==> config.mk <==
export PLATFORM = sky130hd
export DESIGN_NAME = irq_prio_stack
export DESIGN_NICKNAME = d
export VERILOG_FILES = /design/src/rtl/irq_prio_pkg.sv /design/src/rtl/prio_lifo.sv /design/src/rtl/irq_reg_decode.sv /design/src/rtl/irq_prio_stack.sv
export SDC_FILE = /design/constraint.sdc
export NUM_CORES = 1
export LEC_CHECK = 0
export BUFFER_PORTS_ARGS = -buffer_cell sky130_fd_sc_hd__buf_2
export CORE_ASPECT_RATIO = 1.75
export CORE_MARGIN = 4
export CORE_UTILIZATION = 45
export CTS_CLUSTER_DIAMETER = 30
export DETAILED_ROUTE_END_ITERATION = 8
export GPL_ROUTABILITY_DRIVEN = 0
export PLACE_DENSITY_LB_ADDON = 0.08
export SYNTH_ARGS = -nofsm -noshare
export SYNTH_HDL_FRONTEND = slang
export SYNTH_SLANG_ARGS = --single-unit
==> constraint.sdc <==
create_clock -name clk -period 2.3 [get_ports clk]
set_clock_uncertainty 0.15 [all_clocks]
set_input_delay 0.23 -clock clk [delete_from_list [all_inputs] [get_ports clk]]
set_output_delay 0.23 -clock clk [all_outputs]
set_load 0.005 [all_outputs]
==> src/rtl/irq_prio_pkg.sv <==
package irq_prio_pkg;
  localparam int DATA_W = 32;
  localparam int VEC_W  = 9;

  typedef enum logic [1:0] {
    REG_CPR = 2'd0,
    REG_ACK = 2'd1,
    REG_EOI = 2'd2,
    REG_CFG = 2'd3
  } reg_sel_e;

  // Join table base and vector; a wide entry shifts the vector up one bit.
  function automatic logic [DATA_W-1:0] pack_ack_word(
      input logic [DATA_W-1:0] cfg, input logic [VEC_W-1:0] vec);
    logic [DATA_W-1:0] w;
    w = '0;
    if (cfg[0]) begin
      w[31:12] = cfg[31:12];
      w[11:3]  = vec;
    end else begin
      w[31:11] = cfg[31:11];
      w[10:2]  = vec;
    end
    return w;
  endfunction

  // Byte-lane merge for configuration writes.
  function automatic logic [DATA_W-1:0] merge_bytes(
      input logic [DATA_W-1:0] old_v, input logic [DATA_W-1:0] new_v,
      input logic [DATA_W/8-1:0] be);
    logic [DATA_W-1:0] r;
    r = old_v;
    for (int k = 0; k < DATA_W/8; k++)
      if (be[k]) r[8*k +: 8] = new_v[8*k +: 8];
    return r;
  endfunction
endpackage

==> src/rtl/prio_lifo.sv <==
module prio_lifo #(
  parameter int DEPTH = 8,
  parameter int W     = 4,
  localparam int LVL_W = $clog2(DEPTH + 1),
  localparam int IDX_W = (DEPTH > 1) ? $clog2(DEPTH) : 1
) (
  input  logic             clk,
  input  logic             rst_n,
  input  logic             push_req,
  input  logic             pop_req,
  input  logic [W-1:0]     push_data,
  output logic [W-1:0]     top_data,
  output logic [LVL_W-1:0] level,
  output logic             full,
  output logic             empty,
  output logic             push_done,
  output logic             pop_done
);
  logic [W-1:0]     mem [DEPTH];
  logic [LVL_W-1:0] top_idx;
  logic [IDX_W-1:0] wr_idx;
  logic [IDX_W-1:0] rd_idx;

  assign full      = (level == LVL_W'(DEPTH));
  assign empty     = (level == '0);
  assign push_done = push_req & ~full;
  assign pop_done  = pop_req & ~empty & ~push_req;
  assign top_idx   = level - 1'b1;
  assign wr_idx    = level[IDX_W-1:0];
  assign rd_idx    = top_idx[IDX_W-1:0];
  assign top_data  = empty ? '0 : mem[rd_idx];

  always_ff @(posedge clk or negedge rst_n) begin
    if (!rst_n) begin
      level <= '0;
      for (int i = 0; i < DEPTH; i++) mem[i] <= '0;
    end else if (push_done) begin
      mem[wr_idx] <= push_data;
      level       <= level + 1'b1;
    end else if (pop_done) begin
      level <= level - 1'b1;
    end
  end

  assert_level_bound_R5: assert property (@(posedge clk) disable iff (!rst_n)
    level <= LVL_W'(DEPTH));
  assert_push_step_R2: assert property (@(posedge clk) disable iff (!rst_n)
    push_done |=> level == $past(level) + 1'b1);
  assert_pop_step_R3: assert property (@(posedge clk) disable iff (!rst_n)
    pop_done |=> level == $past(level) - 1'b1);
  assert_full_hold_R5: assert property (@(posedge clk) disable iff (!rst_n)
    (push_req & full) |=> $stable(level));
endmodule

==> src/rtl/irq_reg_decode.sv <==
module irq_reg_decode
  import irq_prio_pkg::*;
#(
  parameter int PRIO_W = 4
) (
  input  logic              bus_sel,
  input  logic              bus_wr,
  input  logic [3:0]        bus_addr,
  input  logic [PRIO_W-1:0] cur_prio,
  input  logic [DATA_W-1:0] ack_word,
  input  logic [DATA_W-1:0] cfg_word,
  output logic              eoi_wr_evt,
  output logic              cfg_wr_evt,
  output logic              eoi_rd_evt,
  output logic [DATA_W-1:0] rdata
);
  reg_sel_e sel;
  logic     unused_lsb;

  assign sel        = reg_sel_e'(bus_addr[3:2]);
  assign unused_lsb = ^bus_addr[1:0];
  assign eoi_wr_evt = bus_sel & bus_wr & (sel == REG_EOI);
  assign cfg_wr_evt = bus_sel & bus_wr & (sel == REG_CFG);
  assign eoi_rd_evt = bus_sel & ~bus_wr & (sel == REG_EOI);

  always_comb begin
    rdata = '0;
    if (bus_sel && !bus_wr) begin
      unique case (sel)
        REG_CPR: rdata = DATA_W'(cur_prio);
        REG_ACK: rdata = ack_word;
        REG_EOI: rdata = '0;
        REG_CFG: rdata = cfg_word;
      endcase
    end
  end
endmodule

==> src/rtl/irq_prio_stack.sv <==
module irq_prio_stack
  import irq_prio_pkg::*;
#(
  parameter int DEPTH  = 8,
  parameter int PRIO_W = 4,
  localparam int LVL_W = $clog2(DEPTH + 1)
) (
  input  logic              clk,
  input  logic              rst_n,
  input  logic              bus_sel,
  input  logic              bus_wr,
  input  logic [3:0]        bus_addr,
  input  logic [3:0]        bus_be,
  input  logic [31:0]       bus_wdata,
  output logic [31:0]       bus_rdata,
  input  logic              ack_valid,
  input  logic [PRIO_W-1:0] ack_prio,
  input  logic [8:0]        ack_vec,
  output logic [PRIO_W-1:0] cur_prio,
  output logic [LVL_W-1:0]  stack_level,
  output logic              err_overflow,
  output logic              err_underflow
);
  logic [VEC_W-1:0]  vec_q;
  logic [DATA_W-1:0] cfg_q;
  logic [DATA_W-1:0] ack_word;
  logic [PRIO_W-1:0] top_data;
  logic eoi_wr_evt, cfg_wr_evt, eoi_rd_evt;
  logic eoi_evt, full, empty, push_done, pop_done;

  // An acknowledge in the same cycle takes precedence over end-of-interrupt.
  assign eoi_evt  = eoi_wr_evt & ~ack_valid;
  assign ack_word = pack_ack_word(cfg_q, vec_q);

  prio_lifo #(.DEPTH(DEPTH), .W(PRIO_W)) u_lifo (
    .clk(clk), .rst_n(rst_n),
    .push_req(ack_valid), .pop_req(eoi_evt), .push_data(cur_prio),
    .top_data(top_data), .level(stack_level), .full(full), .empty(empty),
    .push_done(push_done), .pop_done(pop_done)
  );

  irq_reg_decode #(.PRIO_W(PRIO_W)) u_dec (
    .bus_sel(bus_sel), .bus_wr(bus_wr), .bus_addr(bus_addr),
    .cur_prio(cur_prio), .ack_word(ack_word), .cfg_word(cfg_q),
    .eoi_wr_evt(eoi_wr_evt), .cfg_wr_evt(cfg_wr_evt), .eoi_rd_evt(eoi_rd_evt),
    .rdata(bus_rdata)
  );

  always_ff @(posedge clk or negedge rst_n) begin
    if (!rst_n) begin
      cur_prio      <= '0;
      vec_q         <= '0;
      cfg_q         <= '0;
      err_overflow  <= 1'b0;
      err_underflow <= 1'b0;
    end else begin
      if (ack_valid) begin
        cur_prio <= ack_prio;
        vec_q    <= ack_vec;
      end else if (pop_done) begin
        cur_prio <= top_data;
      end
      if (ack_valid && full) err_overflow <= 1'b1;
      if (eoi_evt && empty)  err_underflow <= 1'b1;
      if (cfg_wr_evt) cfg_q <= merge_bytes(cfg_q, bus_wdata, bus_be);
    end
  end

  assert_ack_load_R2: assert property (@(posedge clk) disable iff (!rst_n)
    ack_valid |=> cur_prio == $past(ack_prio));
  assert_pop_restore_R3: assert property (@(posedge clk) disable iff (!rst_n)
    pop_done |=> cur_prio == $past(top_data));
  assert_eoi_read_zero_R4: assert property (@(posedge clk) disable iff (!rst_n)
    eoi_rd_evt |-> bus_rdata == '0);
  assert_eoi_read_inert_R4: assert property (@(posedge clk) disable iff (!rst_n)
    (eoi_rd_evt & ~ack_valid) |=> $stable(stack_level) && $stable(cur_prio));
  assert_no_overflow_clear_R5: assert property (@(posedge clk) disable iff (!rst_n)
    err_overflow |=> err_overflow);
  assert_no_underflow_clear_R6: assert property (@(posedge clk) disable iff (!rst_n)
    err_underflow |=> err_underflow);
  assert_empty_pop_keeps_R6: assert property (@(posedge clk) disable iff (!rst_n)
    (eoi_evt & empty) |=> $stable(cur_prio) && err_underflow);
  assert_collide_push_R7: assert property (@(posedge clk) disable iff (!rst_n)
    (ack_valid & eoi_wr_evt & ~full) |=> stack_level == $past(stack_level) + 1'b1);
  assert_vec_capture_R10: assert property (@(posedge clk) disable iff (!rst_n)
    ack_valid |=> vec_q == $past(ack_vec));

  always_comb begin
    if (rst_n) begin
      if (cfg_q[0]) assert_wide_low_zero_R9: assert (ack_word[2:0] == 3'b000);
      else          assert_narrow_low_zero_R8: assert (ack_word[1:0] == 2'b00);
    end
  end
endmodule

==> results.py <==
metrics = {
    "power_and_ir_drop": {
        "p_seq_share_pct": 38.5,
        "power_uw": 5828,
        "switching_share_pct": 28.37,
        "power_density_mw_per_mm2": 1075,
        "power.clock.fraction_pct": 28.7,
        "power_switching_uw": 1654,
        "p_leak_uw": 0.002595,
        "p_comb_share_pct": 32.8,
        "p_int_uw": 4174,
        "ir_drop_v": 0.0008831,
    },
    "timing": {
        "finalSetupViolations": 0,
        "hold_violations": 0,
        "max_freq_mhz": 459.9,
        "fin_crit_sh_pct": 94.53,
        "period_needed_ns": 2.174,
        "max-slew-margin-rel_pct": 63.31,
        "rsz0062_at_grt": "false",
        "final-max-slew-violation-count": 0,
        "fin_tns_setup_ns": 0,
        "tightest_slew_ns": 0.5503,
    },
    "critical_path": {
        "critical_path_peak_fanout": 6,
        "reg2reg_from": "u_lifo.level[0]",
        "worstPathCellList": "inv_1, ha_4, xor2_4, buf_6, mux4_2, mux2i_1, o21ai_0",
        "endpoint_kind": "flop",
        "criticalPathCategory": "flop to flop",
        "worstRegToRegCells": 7,
        "crit_slowest_cell": "mux4_2",
        "required_ns": 2.35,
        "rrSetupSlack_ns": 0.13,
        "startpoint_type": "flop",
        "crit_family": "multiplexers",
        "worst_ep_arrival_time_ns": 2.22,
        "regToRegEndpoint": "cur_prio[2]",
        "slowest_delay_ns": 0.50,
        "crit_buf_inv": 2,
    },
    "grt": {
        "grtUsageMet1_pct": 22.61,
        "use_met3_pct": 4.172,
        "track_usage_pct": 20.50,
        "grt_pass1_wl_microns": 16470,
        "overflow": 0,
        "grt_antenna_before_repair": 0,
        "grt.met2_usage_pct": 36.96,
        "grt_pass1_vias": 3272,
        "grt_max_degree": 44,
        "grt-busiest-layer": "met2",
    },
    "logic_synthesis": {
        "synth_cells": 312,
        "syn-cell-area_sq_mm": 0.003970,
        "synth_area_leader_cell": "dfrtp_1",
        "synth-async-reset-ratio_pct": 100.0,
        "yosysTopAreaCellShare_pct": 52.32,
        "synth_edf_count": 0,
        "synth.area.top_cells": "dfrtp_1 52%, mux2_2 21%, mux4_2 3.4%, mux2i_1 3.3%, and2_1 3.2%",
        "synth-seq-cells": 83,
        "synth_ff_type": "dfrtp_1",
        "yosys_warnings": 0,
        "avgSynthCellArea_sq_um": 12.72,
        "seq_area_frac_synth_pct": 52.32,
        "synth_nets": 372,
        "yosysUniqueCellTypes": 38,
    },
    "clock_network": {
        "cts.clk_slew.worst_paths_ns": 0.06,
        "cts_max_path_buffers": 2,
        "cts.sinks": 83,
        "tritoncts": "done",
        "insertion_delay_ns": 0.34,
        "htreeDepth": 3,
        "cts-root-buf": "clkbuf_16",
        "numCtsBuffers": 9,
    },
    "min_path": {
        "hold_depth": 3,
        "hold_start": "ack_prio[1]",
        "hold_path.class": "primary input to flop",
        "min_to": "cur_prio[1]",
    },
    "floorplanning": {
        "core_region_area_sq_mm": 0.008671,
        "io_pins": 100,
        "die_width_microns": 79,
        "rows": 45,
        "die-area_sq_mm": 0.01045,
        "start_util_pct": 45.79,
        "die_y_microns": 132.3,
    },
    "placed_design": {
        "port_buffers": 97,
        "hpwl_microns": 7056,
    },
    "detailed_routing": {
        "route.detailed.drc": 0,
        "routed_wl_microns": 9979,
        "drtIter0Drc": 93,
        "routed_via_density": 5.166,
        "first_pass_iters": 4,
        "wire_per_inst_microns": 17.26,
        "route.antenna.remaining_nets": 0,
        "vias": 2986,
    },
    "finish": {
        "fin_util_pct": 62.51,
        "drive_gt1_share_pct": 45.12,
        "fin_nets": 516,
        "syn2layout_area_growth_pct": 36.53,
        "mostFrequentLayoutCells": "96 x buf_2, 83 x dfrtp_1, 73 x mux2_2",
        "layout_commonest_cell": "buf_2",
        "num_antenna_cells": 0,
    },
    "flow_run": {
        "maxCapViolations": 0,
    },
    "run_status": {
        "status": "completed",
    },
}
==> how the worst max path moves through the flow <==
stage                  endpoint            start  slack (ns)  depth (start not counted)
global route        cur_prio[0]  u_lifo.level[0]        0.03                          7
floorplan           cur_prio[3]  u_lifo.level[0]        0.02                          7
global placement    cur_prio[1]  u_lifo.level[0]        0.12                          7
detailed placement  cur_prio[2]  u_lifo.level[0]        0.09                          7
CTS                 cur_prio[2]  u_lifo.level[0]        0.07                          7
finish              cur_prio[2]  u_lifo.level[0]        0.13                          7
==> layout make-up <==
class                           instances  area, sq um
Multi-Input combinational cell        207         1817
Tap cell                              117        146.4
Sequential cell                        83         2077
Clock buffer                           10        239.0
Inverter                                4        15.01
Timing Repair Buffer                  151         1015
Fill cell                             734         3251
Clock inverter                          6        111.4
==> worst reg2reg max path: stages, from the launching register on <==
cell	delay [ns]
dfrtp_1	0.37
inv_1	0.15
ha_4	0.21
xor2_4	0.24
buf_6	0.17
mux4_2	0.50
mux2i_1	0.14
o21ai_0	0.10
==> synthesized netlist by cell type (2+ instances only) <==
cell	n
dfrtp_1	83
mux2_2	73
nor2_1	26
and2_1	20
mux2i_1	13
nand2_1	12
a21oi_1	11
clkbuf_1	11
nand3_1	8
mux4_2	6
a22oi_1	4
buf_1	4
inv_1	4
o21ai_0	4
a31oi_1	3
nand3b_1	3
a211oi_1	2
buf_2	2
ha_1	2
mux4_1	2
nand2b_1	2
==> kinds of logic after synthesis <==
group / count (synthesis) / share of synthesized area, %
compound gates: 30 / 5.200
xor+xnor: 3 / 1.135
fa+ha+maj: 2 / 0.6302
buf+inv: 22 / 2.237
flops: 83 / 52.32
mux: 94 / 28.71
simple gates: 78 / 9.770
==> metal layers <==
metal  vias up  part of all wire, %
li1       1407                    -
met1      1483                   38
met2        77                   56
met3        19                  3.8
met4         0                  3.0
met5         -                    0
==> metrics by stage <==
step	setup slack [ns]	area [sq um]	cells	hold slack, ns
floorplan	0.02496	3983	312	-0.2156
global placement	0.1212	4638	519	0.1007
detailed placement	0.08777	4638	519	0.1101
CTS	0.06684	5409	577	0.001807
global route	0.03153	5420	578	0.006769
finish	0.1258	5420	578	0.009584
==> what timing repair did <==
action	CTS	global route
endpoints found under the hold margin	81	0
resized for setup	0	1
hold buffers	42	0
buffers inserted	0	1
endpoints found under the setup margin	0	3
==> sequential cells by signal, indices dropped and copies added, names as in the netlist <==
| name | cells |
|---|---|
| cur_prio | 4 |
| err_underflow | 1 |
| cfg_q | 32 |
| vec_q | 9 |
| err_overflow | 1 |
| u_lifo.mem | 32 |
| u_lifo.level | 4 |
==> power groups by stage <==
stage          clock network (uW)  registers, uW  logic (uW)
6_report                     1670           2240        1910
5_1_grt                      1780           2300        2100
4_1_cts                      1710           2240        1900
3_5_place_dp                    0           2260        1830
3_3_place_gp                    0           2250        1800
2_1_floorplan                   0           2150        1360
Note: power is estimated with default switching activity, not from simulation.
